File: config.mk
export PLATFORM = sky130hd
export DESIGN_NAME = scan_chain_ctrl
export DESIGN_NICKNAME = d
export VERILOG_FILES = /design/src/rtl/scan_pkg.sv /design/src/rtl/scan_cell.sv /design/src/rtl/scan_core.sv /design/src/rtl/scan_seq.sv /design/src/rtl/scan_chain_ctrl.sv
export SDC_FILE = /design/constraint.sdc
export NUM_CORES = 1
export LEC_CHECK = 0
export BUFFER_PORTS_ARGS = -buffer_cell sky130_fd_sc_hd__buf_2
export CORE_AREA = 2 2 71 73
export DETAILED_ROUTE_END_ITERATION = 8
export DIE_AREA = 0 0 73 75
export GPL_ROUTABILITY_DRIVEN = 0
export PLACE_DENSITY = 0.76
export SYNTH_ARGS = -nofsm -noshare
export SYNTH_HDL_FRONTEND = slang
export SYNTH_SLANG_ARGS = --single-unit
File: constraint.sdc
create_clock -name clk -period 3.4 [get_ports clk]
set_clock_uncertainty 0.05 [all_clocks]
set_input_delay 0.34 -clock clk [delete_from_list [all_inputs] [get_ports clk]]
set_output_delay 0.34 -clock clk [all_outputs]
set_load 0.03 [all_outputs]
File: src/rtl/scan_pkg.sv
package scan_pkg;

    typedef enum logic [2:0] {
        ST_IDLE,
        ST_FLUSH,
        ST_SHIFT,
        ST_SETTLE,
        ST_CAPTURE,
        ST_DONE
    } seq_state_e;

    typedef enum logic [1:0] {
        SRC_FLUSH,
        SRC_PIN,
        SRC_ZERO
    } serial_src_e;

    typedef struct packed {
        logic        ce;
        logic        te;
        serial_src_e src;
    } cell_ctl_t;

    // integrity stream: n zeros, a lone one, n-1 zeros, then alternating from 1
    function automatic logic flush_bit(input int unsigned t, input int unsigned n);
        if (t < n)
            return 1'b0;
        else if (t == n)
            return 1'b1;
        else if (t < 2 * n)
            return 1'b0;
        else
            return ~t[0];
    endfunction

endpackage

File: src/rtl/scan_cell.sv
module scan_cell (
    input  logic clk,
    input  logic rst,
    input  logic ce,
    input  logic te,
    input  logic clr,
    input  logic d,
    input  logic si,
    output logic q
);
    always_ff @(posedge clk) begin
        if (rst)
            q <= 1'b0;
        else if (ce) begin
            if (te)
                q <= si;
            else if (clr)
                q <= 1'b0;
            else
                q <= d;
        end
    end
endmodule

File: src/rtl/scan_core.sv
module scan_core #(
    parameter int N = 8
) (
    input  logic [N-1:0] q,
    input  logic [N-1:0] pi,
    output logic [N-1:0] nxt
);
    for (genvar i = 0; i < N; i++) begin : g_bit
        if (i == 0) begin : g_wrap
            assign nxt[i] = q[N-1] ^ pi[i];
        end else begin : g_link
            assign nxt[i] = q[i-1] ^ pi[i];
        end
    end
endmodule

File: src/rtl/scan_seq.sv
module scan_seq
    import scan_pkg::*;
#(
    parameter int CHAIN_LEN = 8,
    parameter int PAT_W     = 4,
    parameter int SET_W     = 4
) (
    input  logic             clk,
    input  logic             rst,
    input  logic             start,
    input  logic [PAT_W-1:0] num_pat,
    input  logic [SET_W-1:0] settle_cycles,
    input  logic             chain_tail,
    output cell_ctl_t        ctl,
    output logic             gen_bit,
    output logic             shift_req,
    output logic             unload_vld,
    output logic             done,
    output logic             flush_err,
    output seq_state_e       state_o
);
    localparam int FLUSH_LEN = 4 * CHAIN_LEN;
    localparam int CNT_W     = $clog2(FLUSH_LEN + 1);
    localparam logic [CNT_W-1:0] LAST_FLUSH = CNT_W'(FLUSH_LEN - 1);
    localparam logic [CNT_W-1:0] LAST_SHIFT = CNT_W'(CHAIN_LEN - 1);
    localparam logic [CNT_W-1:0] LEN_C      = CNT_W'(CHAIN_LEN);

    seq_state_e       state;
    logic [CNT_W-1:0] cnt;
    logic [SET_W-1:0] scnt;
    logic [PAT_W-1:0] pcnt, npat_q;
    logic [SET_W-1:0] settle_q;
    logic             last_q, err_q;
    logic             mism, err_n;
    logic [PAT_W-1:0] pcnt_n;

    assign pcnt_n = pcnt + PAT_W'(1);

    always_comb begin
        mism = 1'b0;
        if (state == ST_FLUSH && cnt >= LEN_C)
            mism = (chain_tail != flush_bit(32'(cnt - LEN_C), CHAIN_LEN));
        err_n = err_q | mism;
    end

    always_ff @(posedge clk) begin
        if (rst) begin
            state    <= ST_IDLE;
            cnt      <= '0;
            scnt     <= '0;
            pcnt     <= '0;
            npat_q   <= '0;
            settle_q <= '0;
            last_q   <= 1'b0;
            err_q    <= 1'b0;
        end else begin
            case (state)
                ST_IDLE, ST_DONE: begin
                    if (start) begin
                        state    <= ST_FLUSH;
                        cnt      <= '0;
                        pcnt     <= '0;
                        last_q   <= 1'b0;
                        err_q    <= 1'b0;
                        npat_q   <= num_pat;
                        settle_q <= settle_cycles;
                    end
                end
                ST_FLUSH: begin
                    err_q <= err_n;
                    if (cnt == LAST_FLUSH) begin
                        cnt <= '0;
                        if (err_n || npat_q == '0)
                            state <= ST_DONE;
                        else
                            state <= ST_SHIFT;
                    end else
                        cnt <= cnt + CNT_W'(1);
                end
                ST_SHIFT: begin
                    if (cnt == LAST_SHIFT) begin
                        cnt  <= '0;
                        scnt <= '0;
                        if (last_q)
                            state <= ST_DONE;
                        else if (settle_q == '0)
                            state <= ST_CAPTURE;
                        else
                            state <= ST_SETTLE;
                    end else
                        cnt <= cnt + CNT_W'(1);
                end
                ST_SETTLE: begin
                    if (scnt == settle_q - SET_W'(1))
                        state <= ST_CAPTURE;
                    else
                        scnt <= scnt + SET_W'(1);
                end
                ST_CAPTURE: begin
                    pcnt   <= pcnt_n;
                    last_q <= (pcnt_n == npat_q);
                    state  <= ST_SHIFT;
                end
                default: state <= ST_IDLE;
            endcase
        end
    end

    always_comb begin
        ctl = '{ce: 1'b0, te: 1'b0, src: SRC_ZERO};
        case (state)
            ST_IDLE:    ctl = '{ce: 1'b1, te: 1'b0, src: SRC_ZERO};
            ST_FLUSH:   ctl = '{ce: 1'b1, te: 1'b1, src: SRC_FLUSH};
            ST_SHIFT:   ctl = '{ce: 1'b1, te: 1'b1, src: (last_q ? SRC_ZERO : SRC_PIN)};
            ST_CAPTURE: ctl = '{ce: 1'b1, te: 1'b0, src: SRC_ZERO};
            default:    ctl = '{ce: 1'b0, te: 1'b0, src: SRC_ZERO};
        endcase
    end

    assign gen_bit    = flush_bit(32'(cnt), CHAIN_LEN);
    assign shift_req  = (state == ST_SHIFT) && !last_q;
    assign unload_vld = (state == ST_SHIFT) && (pcnt != '0);
    assign done       = (state == ST_DONE);
    assign flush_err  = err_q;
    assign state_o    = state;
endmodule

File: src/rtl/scan_chain_ctrl.sv
module scan_chain_ctrl
    import scan_pkg::*;
#(
    parameter int CHAIN_LEN = 8,
    parameter int PAT_W     = 4,
    parameter int SET_W     = 4
) (
    input  logic                 clk,
    input  logic                 rst,
    input  logic                 start,
    input  logic [PAT_W-1:0]     num_pat,
    input  logic [SET_W-1:0]     settle_cycles,
    input  logic [CHAIN_LEN-1:0] pi,
    input  logic                 func_clr,
    input  logic                 scan_in,
    output logic                 test_en,
    output logic                 shift_req,
    output logic                 unload_vld,
    output logic                 scan_out,
    output logic [CHAIN_LEN-1:0] core_q,
    output logic                 done,
    output logic                 flush_err
);
    cell_ctl_t            ctl;
    seq_state_e           seq_state;
    logic                 gen_bit;
    logic                 chain_si;
    logic [CHAIN_LEN-1:0] q, nxt;

    scan_seq #(
        .CHAIN_LEN(CHAIN_LEN),
        .PAT_W    (PAT_W),
        .SET_W    (SET_W)
    ) u_seq (
        .clk          (clk),
        .rst          (rst),
        .start        (start),
        .num_pat      (num_pat),
        .settle_cycles(settle_cycles),
        .chain_tail   (q[CHAIN_LEN-1]),
        .ctl          (ctl),
        .gen_bit      (gen_bit),
        .shift_req    (shift_req),
        .unload_vld   (unload_vld),
        .done         (done),
        .flush_err    (flush_err),
        .state_o      (seq_state)
    );

    always_comb begin
        case (ctl.src)
            SRC_FLUSH: chain_si = gen_bit;
            SRC_PIN:   chain_si = scan_in;
            default:   chain_si = 1'b0;
        endcase
    end

    scan_core #(.N(CHAIN_LEN)) u_core (
        .q  (q),
        .pi (pi),
        .nxt(nxt)
    );

    for (genvar i = 0; i < CHAIN_LEN; i++) begin : g_cell
        logic link;
        if (i == 0) begin : g_head
            assign link = chain_si;
        end else begin : g_body
            assign link = q[i-1];
        end
        scan_cell u_cell (
            .clk(clk),
            .rst(rst),
            .ce (ctl.ce),
            .te (ctl.te),
            .clr(func_clr),
            .d  (nxt[i]),
            .si (link),
            .q  (q[i])
        );
    end

    assign test_en  = ctl.te;
    assign scan_out = q[CHAIN_LEN-1];
    assign core_q   = q;
endmodule

==> reports/summary.txt <==
===============================================================================================
Global-route wire length before repair                                                  8370 µm
Most common cell type on the critical path                                         sky130_fd_sc_hd__ha_1
Area added between synthesis and finish                                                   9.19%
Worst max-slew margin expressed relative to the limit                                     0.541
Chip height                                                                               75 µm
CTS root buffer                                                                    sky130_fd_sc_hd__clkbuf_8
Net count, final                                                                            336
Post_cts resized                                                                              0
Cell area after technology mapping                                                     2260 µm²
Result of the run                                                                  finished clean
Slowest stage cell, crit path                                                      sky130_fd_sc_hd__nor4_1
Final worst path period need                                                            2350 ps
Routed len/inst                                                                         13.6 µm
Number of cell rows                                                                          25
CP Launch Type                                                                        flip-flop
Achievable Freq                                                                         425 MHz
Port Buffer Count                                                                            34
Number of DRC markers in iteration 0                                                        152
Total number of vias                                                                       1998
Critical path start-end classification                                                  reg2reg
Warnings, synthesis                                                                           0
Final max-slew violation count                                                                0
Number of synthesized register bits                                                          35
Xor/xnor cell area share of the yosys netlist                                            0.0697
Critical path data arrival time                                                         2510 ps
Number of enable-type register cells in the synthesized netlist                               0
Setup total negative slack                                                                 0 ps
Post-route DRC violation count                                                                0
Initial Utilization                                                                       0.485
Final core occ                                                                            0.530
Synth top area cells                                                               sky130_fd_sc_hd__dfxtp_1 31%, sky130_fd_sc_hd__ha_1 6.6%, sky130_fd_sc_hd__nor2_1 5.8%, sky130_fd_sc_hd__a21oi_1 4.6%, sky130_fd_sc_hd__xnor2_1 4.6%
GRT Residual Overflow                                                                         0
Vias per cell                                                                              5.60
Largest stage delay on the critical path                                                 520 ps
Clock input transition at the sequential cells of the worst setup and hold paths          70 ps
Synth top cells by count                                                           35 x sky130_fd_sc_hd__dfxtp_1, 35 x sky130_fd_sc_hd__nor2_1, 24 x sky130_fd_sc_hd__nand2_1, 23 x sky130_fd_sc_hd__inv_1, 21 x sky130_fd_sc_hd__a21oi_1
Synthesized area per cell                                                              7.99 µm²
Number of buffers inserted for hold repair after clock tree synthesis                         0
Data required time of the worst path                                                    3560 ps
Synthesized-area fraction occupied by ao, oa, aoi and oai cells                           0.234
Initial antenna violation count                                                               0
Insertion delay to the later sink of the worst-skew pair                                 300 ps
Maximum number of pins on one net before global-route repair                                 30
Antenna Diode Count                                                                           0
Post CTS Setup Buffer Count                                                                   0
Post-Synth Simple-Gate Area                                                               0.215
Period Utilization, post-route                                                            0.692
Total wire length after detailed routing                                                4860 µm
Lkg Pwr                                                                                0.972 nW
Number of max-capacitance violations reported                                                 0
Adder-cell share of the synthesized area                                                 0.0664
Slew at the pin closest to its max-slew limit                                            685 ps
Placeable core region                                                                  4660 µm²
Vias in the first global route                                                             1868
Mapped Nets                                                                                 316
Final instance area                                                                    2470 µm²
Top-area cell type share of the netlist area                                              0.310
Pwr Density                                                                          570 nW/µm²
Post-DRT Antenna Nets                                                                         0
Area after detailed placement                                                          2380 µm²
Post-synthesis cell count                                                                   283
Share of synthesized area occupied by flip-flops and latches                              0.310
Critical path endpoint category                                                       flip-flop
Cell chain of the critical path                                                    inv_1 > ha_1 > ha_1 > nand2_1 > nor4_1 > o31ai_4 > o21a_1 > o31ai_1
Proportion of layout cells with a drive suffix above 1                                    0.155
Cell taking the most area after synthesis                                          sky130_fd_sc_hd__dfxtp_1
Main combinational cell family by area after synthesis                             compound AO/OA/AOI/OAI gates
Largest vdd supply drop                                                                0.184 mV
Final hold violation count                                                                    0
Total die area                                                                         5480 µm²
Sink Count                                                                                   35
Portion of netlist area occupied by mux cells                                            0.0155
Most frequently used flop master after synthesis                                   sky130_fd_sc_hd__dfxtp_1
Finish-stage setup viols                                                                      0
RSZ-0062 raised after global routing                                                      false
Count of H-tree levels built during CTS                                                       2
Iteration count of the initial detailed-routing pass                                          4
Total CTS buffers                                                                             5
Horizontal extent of the die                                                              73 µm
Share of flip-flops with an asynchronous set or reset                                         0
TritonCTS clock tree                                                                       done
Distinct cell type count of the synthesized netlist                                          51
Final HPWL DP                                                                           3590 µm
Crit Path Max Fanout                                                                          9
Top-level I/O count                                                                          35
Max Buffers Root-to-Sink                                                                      2
Hold Path Class                                                                          in2reg
All-Layer GR Usage                                                                        0.196
===============================================================================================
==> per-layer routing <==
metal / wire length [µm] / track usage / vias up
li1: - / - / 1025
met1: 2200 / 0.240 / 926
met2: 2360 / 0.331 / 38
met3: 204 / 0.0495 / 9
met4: 87 / 0.0782 / 0
met5: 0 / 0 / -
==> cell type report <==
type | instances | area [µm²]
fillers | 453 | 2190
multi-input cells | 204 | 1360
flip-flops and latches | 35 | 701
repair buffers | 34 | 170
inverters | 23 | 86.3
clock buffers | 6 | 82.6
well taps | 54 | 67.6
clock inverters | 1 | 5.00
==> state kept, by name (all words and copies together), names as in the netlist <==
name,flops
u_seq.scnt,4
u_seq.npat_q,4
u_seq.cnt,6
u_seq.flush_err,1
g_cell.u_cell.q,8
u_seq.settle_q,4
u_seq.pcnt,4
u_seq.last_q,1
u_seq.state_o,3
==> power by group <==
| part | internal, mW | switching [mW] |
|---|---|---|
| combinational | 0.211 | 0.349 |
| sequential | 0.462 | 0.0764 |
| clock | 0.159 | 0.150 |
==> kinds of logic (layout without fill, tap and decap cells) <==
logic type,after synthesis,count (layout)
buf+inv,44,64
xor+xnor,18,18
simple gates,99,99
flops,35,35
mux,3,3
compound gates,72,72
fa+ha+maj,12,12
==> critical path, delay by kind of cell (launching register included) <==
family | cells | cell delay [ps]
simple gates | 2 | 580
buf+inv | 1 | 120
compound gates | 3 | 550
fa+ha+maj | 2 | 490
flops | 1 | 480
==> cells in the final DEF, fill, tap and decap left out, drive strengths merged, types with 4 or more instances in the layout <==
cell | Yosys | routed
a21oi | 21 | 21
a22oi | 8 | 8
a32o | 4 | 4
buf | 13 | 34
clkbuf | 8 | 6
dfxtp | 35 | 35
ha | 12 | 12
inv | 23 | 23
nand2 | 24 | 24
nand2b | 5 | 5
nand3 | 5 | 5
nor2 | 35 | 35
nor3 | 5 | 5
o21ai | 13 | 13
xnor2 | 12 | 12
xor2 | 6 | 6
==> final timing paths <==
check	cells after the start	end	start	slack, ps
max reg2reg	8	u_seq.state_o[1]	u_seq.cnt[3]	1050
min	3	u_seq.npat_q[0]	num_pat[0]	230
min reg2reg	2	u_seq.settle_q[1]	u_seq.settle_q[1]	440
max	8	u_seq.state_o[1]	u_seq.cnt[3]	1050
==> through the flow <==
stage / hold slack, ps / power (mW) / cells / worst slack [ps]
floorplan: 399 / 1.01 / 283 / 1260
global placement: 416 / 1.09 / 350 / 1170
detailed placement: 433 / 1.11 / 350 / 1040
CTS: 224 / 1.42 / 357 / 1030
global route: 229 / 1.52 / 357 / 869
finish: 228 / 1.41 / 357 / 1050
Note: power is estimated with default switching activity, not from simulation.
